$ cat src/rtl/irqhr_pkg.sv
// Shared constants and event-to-status mapping for the interrupt/halt/reset controller.
// Assumes exactly two masters with two queues each; the bit map is fixed.
package irqhr_pkg;
    localparam int DW         = 32;
    localparam int NMST       = 2;
    localparam int NQ         = 2;
    localparam int FLT_W      = 8;
    localparam int ADDR_W     = 3;

    localparam int RD_BIT     = 0;
    localparam int REP_BIT    = 4;
    localparam int Q_STRIDE   = 4;
    localparam int MST_STRIDE = 12;
    localparam int RDONE_BIT  = 24;
    localparam int HACK_BASE  = 25;
    localparam int NACK_BASE  = 27;

    localparam logic [DW-1:0] RST_ALL = 32'h0F73F3F7;
    localparam logic [DW-1:0] RST_M0  = 32'h000003F1;
    localparam logic [DW-1:0] RST_M1  = 32'h0003F001;

    localparam logic [ADDR_W-1:0] SEL_STATUS = 3'd0;
    localparam logic [ADDR_W-1:0] SEL_MASK   = 3'd1;
    localparam logic [ADDR_W-1:0] SEL_CLEAR  = 3'd2;
    localparam logic [ADDR_W-1:0] SEL_GCLR   = 3'd3;
    localparam logic [ADDR_W-1:0] SEL_HALT   = 3'd4;
    localparam logic [ADDR_W-1:0] SEL_RESET  = 3'd5;

    // Offset of fault k inside a master's 12-bit field.
    function automatic int fault_pos(input int k);
        if (k < 2)      return 1 + k;
        else if (k < 5) return 5 + (k - 2);
        else            return 9 + (k - 5);
    endfunction

    // Build the status bits contributed by one master's event inputs.
    function automatic logic [DW-1:0] master_events(input int m, input logic rd,
                                                     input logic [NQ-1:0] rep,
                                                     input logic [NQ-1:0] nack,
                                                     input logic [FLT_W-1:0] flt);
        logic [DW-1:0] w;
        w = '0;
        w[m*MST_STRIDE + RD_BIT] = rd;
        for (int q = 0; q < NQ; q++) begin
            w[m*MST_STRIDE + REP_BIT + q*Q_STRIDE] = rep[q];
            w[NACK_BASE + m*NQ + q]                = nack[q];
        end
        for (int k = 0; k < FLT_W; k++)
            w[m*MST_STRIDE + fault_pos(k)] = flt[k];
        return w;
    endfunction
endpackage

$ cat src/rtl/irqhr_status.sv
// Status word, enable mask and latched interrupt line.
// Assumes set_vec and clr_vec are single-cycle; set wins over clear.
module irqhr_status
    import irqhr_pkg::*;
(
    input  logic          clk,
    input  logic          rst_n,
    input  logic [DW-1:0] set_vec,
    input  logic [DW-1:0] clr_vec,
    input  logic          clr_all,
    input  logic          mask_we,
    input  logic [DW-1:0] mask_wdata,
    input  logic          gclr,
    output logic [DW-1:0] status,
    output logic [DW-1:0] mask,
    output logic          irq
);
    logic [DW-1:0] status_n;
    logic [DW-1:0] mask_n;

    // Next status: clear (or wipe) first, then OR in new events.
    always_comb begin
        status_n = clr_all ? set_vec : ((status & ~clr_vec) | set_vec);
        mask_n   = mask_we ? mask_wdata : mask;
    end

    // Register status, mask and the interrupt latch.
    always_ff @(posedge clk) begin
        if (!rst_n) begin
            status <= '0;
            mask   <= '0;
            irq    <= 1'b0;
        end else begin
            status <= status_n;
            mask   <= mask_n;
            irq    <= (irq & ~gclr) | (|(status_n & mask_n));
        end
    end
endmodule

$ cat src/rtl/irqhr_halt.sv
// Per-master halt handshake: stops both queues, acknowledges after LAT cycles,
// stays halted until the reset engine releases it. Assumes LAT >= 1.
module irqhr_halt #(
    parameter int LAT = 4
) (
    input  logic clk,
    input  logic rst_n,
    input  logic req,
    input  logic block,
    input  logic release_i,
    output logic stopped,
    output logic ack
);
    localparam int CW = $clog2(LAT + 1);

    logic [CW-1:0] cnt;
    logic          halted;

    // Acknowledge on the last count, unless a release lands in the same cycle.
    always_comb begin
        ack     = (cnt == CW'(1)) && !release_i;
        stopped = halted || (cnt != '0);
    end

    // Count the halt latency and hold the halted state.
    always_ff @(posedge clk) begin
        if (!rst_n) begin
            cnt    <= '0;
            halted <= 1'b0;
        end else if (release_i) begin
            cnt    <= '0;
            halted <= 1'b0;
        end else begin
            if (req && !block && !stopped)
                cnt <= CW'(LAT);
            else if (cnt != '0)
                cnt <= cnt - 1'b1;
            if (ack)
                halted <= 1'b1;
        end
    end
endmodule

$ cat src/rtl/irqhr_reset.sv
// Shared reset engine: decodes per-master fields of a reset command, holds the
// selected reset lines for LAT cycles and signals completion. Assumes LAT >= 1.
module irqhr_reset
    import irqhr_pkg::*;
#(
    parameter int LAT = 4
) (
    input  logic            clk,
    input  logic            rst_n,
    input  logic            cmd_we,
    input  logic [DW-1:0]   cmd_data,
    output logic            busy,
    output logic [NMST-1:0] sel,
    output logic            done,
    output logic            full_done
);
    localparam int CW = $clog2(LAT + 1);

    logic [CW-1:0]   cnt;
    logic            full_q;
    logic [NMST-1:0] hit;
    logic            accept;

    // Decode which master fields the command covers.
    always_comb begin
        hit[0]    = (cmd_data & RST_M0) == RST_M0;
        hit[1]    = (cmd_data & RST_M1) == RST_M1;
        busy      = cnt != '0;
        accept    = cmd_we && !busy && (|hit);
        done      = cnt == CW'(1);
        full_done = done && full_q;
    end

    // Start, count down and retire a reset.
    always_ff @(posedge clk) begin
        if (!rst_n) begin
            cnt    <= '0;
            sel    <= '0;
            full_q <= 1'b0;
        end else if (accept) begin
            cnt    <= CW'(LAT);
            sel    <= hit;
            full_q <= (cmd_data & RST_ALL) == RST_ALL;
        end else if (busy) begin
            cnt <= cnt - 1'b1;
        end
    end
endmodule

$ cat src/rtl/irqhr_top.sv
// Interrupt, halt and reset controller for two bus masters.
// Decodes register writes, gates events of halted masters and merges all
// events and acknowledges into one status word. Assumes one write per cycle.
module irqhr_top
    import irqhr_pkg::*;
#(
    parameter int HALT_LAT = 4,
    parameter int RST_LAT  = 4
) (
    input  logic                clk,
    input  logic                rst_n,
    input  logic                bus_wr,
    input  logic [ADDR_W-1:0]   bus_addr,
    input  logic [DW-1:0]       bus_wdata,
    output logic [DW-1:0]       bus_rdata,
    input  logic [NMST-1:0]     ev_rd_done,
    input  logic [NMST*NQ-1:0]  ev_report,
    input  logic [NMST*NQ-1:0]  ev_nack,
    input  logic [NMST*FLT_W-1:0] ev_fault,
    output logic                irq,
    output logic [NMST*NQ-1:0]  q_halt,
    output logic [NMST-1:0]     mst_reset
);
    logic [DW-1:0]   stat_word;
    logic [DW-1:0]   mask_word;
    logic [DW-1:0]   clr_vec;
    logic [DW-1:0]   set_vec;
    logic            gclr;
    logic            mask_we;
    logic            rst_we;
    logic            rst_busy;
    logic            rst_done;
    logic            rst_full;
    logic [NMST-1:0] rst_sel;
    logic [NMST-1:0] stopped;
    logic [NMST-1:0] hack;
    logic [DW-1:0]   ev_word [NMST];

    // Decode register writes into strobes.
    always_comb begin
        mask_we = bus_wr && (bus_addr == SEL_MASK);
        clr_vec = (bus_wr && (bus_addr == SEL_CLEAR)) ? bus_wdata : '0;
        gclr    = bus_wr && (bus_addr == SEL_GCLR) && bus_wdata[0];
        rst_we  = bus_wr && (bus_addr == SEL_RESET);
    end

    // Read mux: only status and mask are readable.
    always_comb begin
        case (bus_addr)
            SEL_STATUS: bus_rdata = stat_word;
            SEL_MASK:   bus_rdata = mask_word;
            default:    bus_rdata = '0;
        endcase
    end

    irqhr_reset #(.LAT(RST_LAT)) u_reset (
        .clk       (clk),
        .rst_n     (rst_n),
        .cmd_we    (rst_we),
        .cmd_data  (bus_wdata),
        .busy      (rst_busy),
        .sel       (rst_sel),
        .done      (rst_done),
        .full_done (rst_full)
    );

    for (genvar m = 0; m < NMST; m++) begin : g_mst
        irqhr_halt #(.LAT(HALT_LAT)) u_halt (
            .clk       (clk),
            .rst_n     (rst_n),
            .req       (bus_wr && (bus_addr == SEL_HALT) && bus_wdata[m]),
            .block     (rst_busy && rst_sel[m]),
            .release_i (rst_done && rst_sel[m]),
            .stopped   (stopped[m]),
            .ack       (hack[m])
        );

        // Map this master's inputs to status bits; drop them while stopped.
        always_comb begin
            ev_word[m] = stopped[m] ? '0 :
                master_events(m, ev_rd_done[m], ev_report[m*NQ +: NQ],
                              ev_nack[m*NQ +: NQ], ev_fault[m*FLT_W +: FLT_W]);
        end

        assign q_halt[m*NQ +: NQ] = {NQ{stopped[m]}};
        assign mst_reset[m]       = rst_busy && rst_sel[m];
    end

    // Merge events, halt acknowledges and reset completion.
    always_comb begin
        set_vec = '0;
        for (int m = 0; m < NMST; m++) begin
            set_vec = set_vec | ev_word[m];
            set_vec[HACK_BASE + m] = hack[m];
        end
        set_vec[RDONE_BIT] = rst_done;
    end

    irqhr_status u_status (
        .clk        (clk),
        .rst_n      (rst_n),
        .set_vec    (set_vec),
        .clr_vec    (clr_vec),
        .clr_all    (rst_full),
        .mask_we    (mask_we),
        .mask_wdata (bus_wdata),
        .gclr       (gclr),
        .status     (stat_word),
        .mask       (mask_word),
        .irq        (irq)
    );
endmodule

$ cat config.mk
export PLATFORM = sky130hd
export DESIGN_NAME = irqhr_top
export DESIGN_NICKNAME = d
export VERILOG_FILES = /design/src/rtl/irqhr_pkg.sv /design/src/rtl/irqhr_status.sv /design/src/rtl/irqhr_halt.sv /design/src/rtl/irqhr_reset.sv /design/src/rtl/irqhr_top.sv
export SDC_FILE = /design/constraint.sdc
export NUM_CORES = 1
export LEC_CHECK = 0
export ABC_AREA = 1
export ABC_CLOCK_PERIOD_IN_PS = 2100
export CELL_PAD_IN_SITES_DETAIL_PLACEMENT = 0
export CELL_PAD_IN_SITES_GLOBAL_PLACEMENT = 1
export CORE_ASPECT_RATIO = 1.75
export CORE_MARGIN = 2
export CORE_UTILIZATION = 25
export CTS_CLUSTER_DIAMETER = 40
export DETAILED_ROUTE_END_ITERATION = 12
export DONT_BUFFER_PORTS = 1
export HOLD_SLACK_MARGIN = 0.02
export PLACE_DENSITY_LB_ADDON = 0.1
export SKIP_LAST_GASP = 1
export SLEW_MARGIN = 20
export SYNTH_ARGS = -nofsm -noshare
export SYNTH_HDL_FRONTEND = slang
export SYNTH_HIERARCHICAL = 1
export SYNTH_SLANG_ARGS = --single-unit
export TNS_END_PERCENT = 20
$ cat constraint.sdc
create_clock -name clk -period 2.1 [get_ports clk]
set_clock_uncertainty 0.2 [all_clocks]
set_input_delay 0.315 -clock clk [delete_from_list [all_inputs] [get_ports clk]]
set_output_delay 0.315 -clock clk [all_outputs]
set_load 0.005 [all_outputs]
==> After elaboration in Yosys (flattened, before gate mapping) <==
Cells that the tools add are included.
{ "classes": {"add_sub_neg": 3, "mul": 0, "div": 0, "order_cmp": 0, "eq_ne": 11, "shifts": 0, "muxes": 12, "bitwise_logic": 9, "n_reduce_logical": 44} }
{ "ops": {"columns": ["cell", "count"], "rows": [
  ["32-bit two-way mux", 3],
  ["32-bit AND", 2],
  ["32-bit bitwise OR", 2],
  ["32-bit case mux with 2 select lines", 1],
  ["32-bit inverter", 1],
  ["32-bit OR reduction", 1],
  ["31-bit two-way mux", 1],
  ["29-bit two-way mux", 1],
  ["22-bit == test (second input constant)", 1],
  ["1-bit logical AND", 21],
  ["3-bit two-way mux", 6],
  ["7-bit == test (second input constant)", 2],
  ["3-bit by 1-bit == test with 1-bit output (second input constant)", 4],
  ["3-bit nonzero test", 3],
  ["3-bit by 1-bit subtractor with 3-bit output (second input constant)", 3],
  ["2-bit OR reduction", 4],
  ["1-bit logical NOT", 7],
  ["3-bit by 2-bit == test with 1-bit output (second input constant)", 2],
  ["3-bit == test (second input constant)", 2],
  ["2-bit nonzero test", 3],
  ["3-bit OR reduction", 2],
  ["3-bit logical NOT", 1],
  ["1-bit logical OR", 2],
  ["1-bit inverter", 2],
  ["other kinds (2)", 2]
]} }
{ "totals": {"regBits": 79, "latch_bits": 0, "mem_bits_rw": 0, "rom_bits": 0, "inputBits": 64, "out_inout_bits": 39, "wordCells": 92, "mem_count": 0} }

==> Longest topological paths before layout <==
{ "depth": {"depth_word": 10, "depth_mapped": 17, "depth_no_buf": 17} }

==> Modules after synthesis <==
The synthesis kept the hierarchy.
{ "modules_own_cells": {"columns": ["mod", "n_inst", "cells_each", "area_each_um2", "seq_area_each_um2"], "rows": [
  ["irqhr_status", 1, 442, 2992.9, 1301.2],
  ["irqhr_top", 1, 259, 1372.6, 0.0],
  ["irqhr_halt", 2, 38, 250.2, 80.1],
  ["irqhr_reset", 1, 71, 465.4, 120.1]
]} }

==> Worst setup path after synthesis <==
Ideal clock, no wire load.
{ "synth_timing": {"kind": "register -> register", "start": "register g_mst[0].u_halt.cnt[0]", "end": "register u_status.irq", "setup_ns": 0.131, "arrival_time_ns": 1.680, "path_slack_ns": 0.088, "path_stages_with_launch": 16, "path_cell_list": "dfxtp_1 -> inv_2 -> ha_1 -> inv_1 -> nor2_2 -> nand2_1 -> clkbuf_1 -> nor2_1 -> inv_1 -> nand2_1 -> nand2_1 -> nand2_1 -> nor2_1 -> nand3_1 -> nor2_1 -> a21oi_1"} }
{ "synth_rtl": {"columns": ["item", "line", "rtl"], "rows": [
  ["from (decl)", "irqhr_halt.sv:16", "logic [CW-1:0] cnt;"],
  ["from (signal assigned)", "irqhr_halt.sv:35", "cnt <= CW'(LAT);"],
  ["from (signal assigned)", "irqhr_halt.sv:37", "cnt <= cnt - 1'b1;"],
  ["to (signal assigned)", "irqhr_status.sv:36", "irq <= (irq & ~gclr) | (|(status_n & mask_n));"],
  ["to (decl)", "irqhr_status.sv:16", "output logic irq"]
]} }

==> Worst setup path in the final report <==
{ "layout_timing": {"start": "register u_reset.cnt[1]", "end": "register u_status.status[14]"} }
{ "layout_via": {"elab_chain_len": 3} }
{ "layout_rtl": {"columns": ["item", "line", "rtl"], "rows": [
  ["from (decl)", "irqhr_reset.sv:19", "logic [CW-1:0] cnt;"],
  ["from (signal assigned)", "irqhr_reset.sv:41", "cnt <= CW'(LAT);"],
  ["from (signal assigned)", "irqhr_reset.sv:45", "cnt <= cnt - 1'b1;"],
  ["3-bit by 1-bit == test with 1-bit output", "irqhr_reset.sv:30", "done = cnt == CW'(1);"],
  ["1-bit logical AND", "irqhr_reset.sv:31", "full_done = done && full_q;"],
  ["named net rst_full", "irqhr_top.sv:33", "logic rst_full;"],
  ["32-bit two-way mux", "irqhr_status.sv:23", "status_n = clr_all ? set_vec : ((status & ~clr_vec) | set_vec);"],
  ["to (signal assigned)", "irqhr_status.sv:34", "status <= status_n;"],
  ["to (decl)", "irqhr_status.sv:14", "output logic [DW-1:0] status,"]
]} }
The timed path passes the listed nets, and every way through them passes these cells.
A chain may end at the register's enable or synchronous reset.

==> metrics.txt <==
cell family with most CP delay buffers and inverters; deepest clock path buffer count 2; fin crit share 100%; first drt pass iteration count 5; worst-path maximum fanout 5; reg2reg end u_status/status[14]$_SDFF_PN0_; Crit Reg-Reg Startpoint u_reset/cnt[1]$_SDFFE_PP0P_; Slew headroom 46.1%; final core utilization 32.3%; Netlist Area Pre-Place 0.00533 mm²; multi-input logic area 0.00274 mm²; Yosys warning count 6; worst stage delay on the critical path 330 ps; Worst-path clk slew 60 ps; Via density 4.44; post-route ant nets 0; post-synthesis sequential area ratio 29.7%; Gate power share 42.2%; initial core utilization 25.5%; post-synth cell types 31; Port Buffer Count 0; die height 197 µm; Die ar. 0.0226 mm²; Core Rows 70; wire per inst 16.2 µm; sequential share of power 31.5%; max frequency 0.474 GHz; Via Count 5238; #FFs+latches synth 79; Top FF cell, synth dfxtp_1; Pwr per Cell Area 926 mW/mm²; clock sinks 79; Worst Path Buf+Inv 10; Area Growth Syn to Fin 27.0%; Max Slew Vio Count 0; Setup crit start u_reset/cnt[1]$_SDFFE_PP0P_; global-route wire length before repair 30000 µm; die extent in x 114 µm; Synth Area per Inst 6.29 µm²; Critical path destination u_status/status[14]$_SDFF_PN0_; reg2reg path depth 14; Total Routing Usage GR 17.7%; cts bufs inserted 9; crit path max-delay cell type dfxtp_2; clk_lat worst skew 360 ps; final WL 19100 µm; final setup vio count 1; Setup crit end kind flop; DP Wirelength 13000 µm; Crit Path Category reg -> reg; Global Route met1 Usage 21.0%; vias in the first global route 5327; EDFF count, synth 0; core box area 0.0209 mm²; Peak VDD IR 0.519 mV; Hold Crit Class in -> reg; Switching Share 37.7%; Initial DRC Count 267; initial antenna violation count 0; CTS tree done; Slew @ Worst Pin 809 ps; Synth area leaders dfxtp_1 (30%), inv_1 (14%), nand2_1 (13%); critical-path cell list inv_2, ha_4, inv_2, nor3_4, inv_2, buf_12, buf_16, nand3b_1, buf_4, buf_4, buf_4, buf_4, buf_4, a21oi_1; critical path's most frequent cell buf_4; share of layout cells above drive strength 1 15.8%; total internal power 3910 µW; outcome finished, violations left; startpoint types flop; final net count 997; LEAKAGE 0.00324 µW; H-tree levels 3; failing checks setup timing; Final WS setup -8.26 ps; Synth top cells by count inv_1 (199), nand2_1 (187), nor2_1 (88); top cell type's share of synthesized area 29.7%; final hold viol count 0; Syn Inst Count 848; Clock power frac 26.3%; Root Driver clkbuf_16; io pins 103; flop2flop setup slack -8 ps; GP Congestion 0.751; WP data arrival 2190 ps; largest net degree at the start of global routing 66; Remaining Overflow, GRT 0; RSZ-0062 raised after global routing true; Critical Path Stages 14; met2 GRT Util 31.7%; register area 0.00159 mm²; Final min period 2110 ps; met3 Usage GRT 3.47%; max-cap check violation count 0; required time of the critical path 2180 ps; top-count cell post-synth inv_1; Fillers 2320; Net Sw Power 2360 µW; Residual DRC 0; Post-Place Worst Slack -188 ps; area leader, netlist dfxtp_1; asr flop ratio synth 0%; n_diodes 0; GR peak layer met2
[flip-flops by register name, indices dropped and copies added (netlist names)]
signal,cells
g_mst.u_halt/cnt,6
g_mst.u_halt/halted,2
u_reset/cnt,3
u_reset/full_q,1
u_reset/sel,2
u_status/irq,1
u_status/mask,32
u_status/status,32
[cell usage in the layout (no fill, tap or decap), types with 6 or more instances in the layout]
master | synthesis | routed
inv_1 | 199 | 194
nand2_1 | 187 | 183
nor2_1 | 88 | 82
nand3_1 | 78 | 77
dfxtp_1 | 79 | 76
dlygate4sd3_1 | 0 | 52
buf_4 | 5 | 41
a21oi_1 | 38 | 38
o21ai_1 | 29 | 30
nor3_2 | 27 | 28
nand3b_1 | 27 | 27
inv_2 | 9 | 14
nor2_2 | 5 | 9
clkbuf_16 | 0 | 9
ha_1 | 9 | 8
buf_12 | 0 | 8
nand2_2 | 3 | 6
[final cells by class]
type / instances / area share (%)
timing repair buffer: 104 / 15.6
sequential: 79 / 23.4
multi-input combinational: 522 / 40.4
inverter: 208 / 11.5
clock buffer: 10 / 3.53
tap: 252 / 4.66
clock inverter: 6 / 0.887
[per-stage QoR]
stage | power, µW | setup TNS (ps) | hold WS [ps] | instances | area (µm²)
finish | 6270 | -8.26 | 31.6 | 1181 | 6770
global placement | 4360 | -174 | 222 | 1100 | 5710
global route | 6790 | -268 | 46.1 | 1181 | 6770
CTS | 6310 | -17.9 | 21.2 | 1179 | 6740
detailed placement | 4390 | -188 | 221 | 1100 | 5710
floorplan | 3550 | 0 | 213 | 850 | 5340
[worst register-to-register path, cell delays in order, from the launching register on]
cell and delay [ps]:
dfxtp_2 330, inv_2 50, ha_4 150, inv_2 70, nor3_4 40, inv_2 110
buf_12 130, buf_16 120, nand3b_1 100, buf_4 150, buf_4 120, buf_4 120
buf_4 120, buf_4 120, a21oi_1 100
[power by group through the flow]
stage,Clock [µW],Combinational [µW],Sequential [µW]
6_report,1650,2640,1980
3_3_place_gp,0,2380,1980
2_1_floorplan,0,1600,1950
4_1_cts,1730,2610,1970
5_1_grt,1780,3000,2010
3_5_place_dp,0,2400,1990
[logic make-up (layout without fill, tap and decap cells)]
logic type	count (synthesis)	in the layout	share of synthesized area, %
and+or+nand+nor	432	432	39.9
buffers and inverters	249	328	20.5
DFF	79	79	29.7
AOI/OAI and AO/OA	74	74	7.09
adders and majority gates	9	9	2.11
xor gates and xnor gates	4	4	0.657
other	1	3	0.0703
[worst min path at each step]
stage,start,endpoint,slack [ps],depth (start not counted)
floorplan,rst_n,u_reset/cnt[2]$_SDFFE_PN0P_,210,2
global placement,rst_n,u_reset/cnt[2]$_SDFFE_PN0P_,220,2
detailed placement,rst_n,u_reset/cnt[2]$_SDFFE_PN0P_,220,2
CTS,bus_wdata[17],u_status/mask[17]$_SDFF_PN0_,20,4
global route,bus_wdata[30],u_status/mask[30]$_SDFF_PN0_,50,4
finish,ev_fault[0],u_status/status[1]$_SDFF_PN0_,30,4
[routing by layer]
layer | wire length [µm] | vias up | share of wire [%]
li1 | - | 2693 | -
met1 | 8130 | 2439 | 43
met2 | 9920 | 93 | 52
met3 | 793 | 13 | 4.1
met4 | 278 | 0 | 1.5
met5 | 0 | - | 0
[repair_timing]
item,4_1_cts,5_1_grt
hold buffers,52,0
endpoints found under the hold margin,61,0
setup buffers,9,2
setup endpoints to repair,1,4
pin swaps,12,9
cloned,2,0
resized for setup,24,7
No activity file was read; power rests on OpenSTA's default activity.
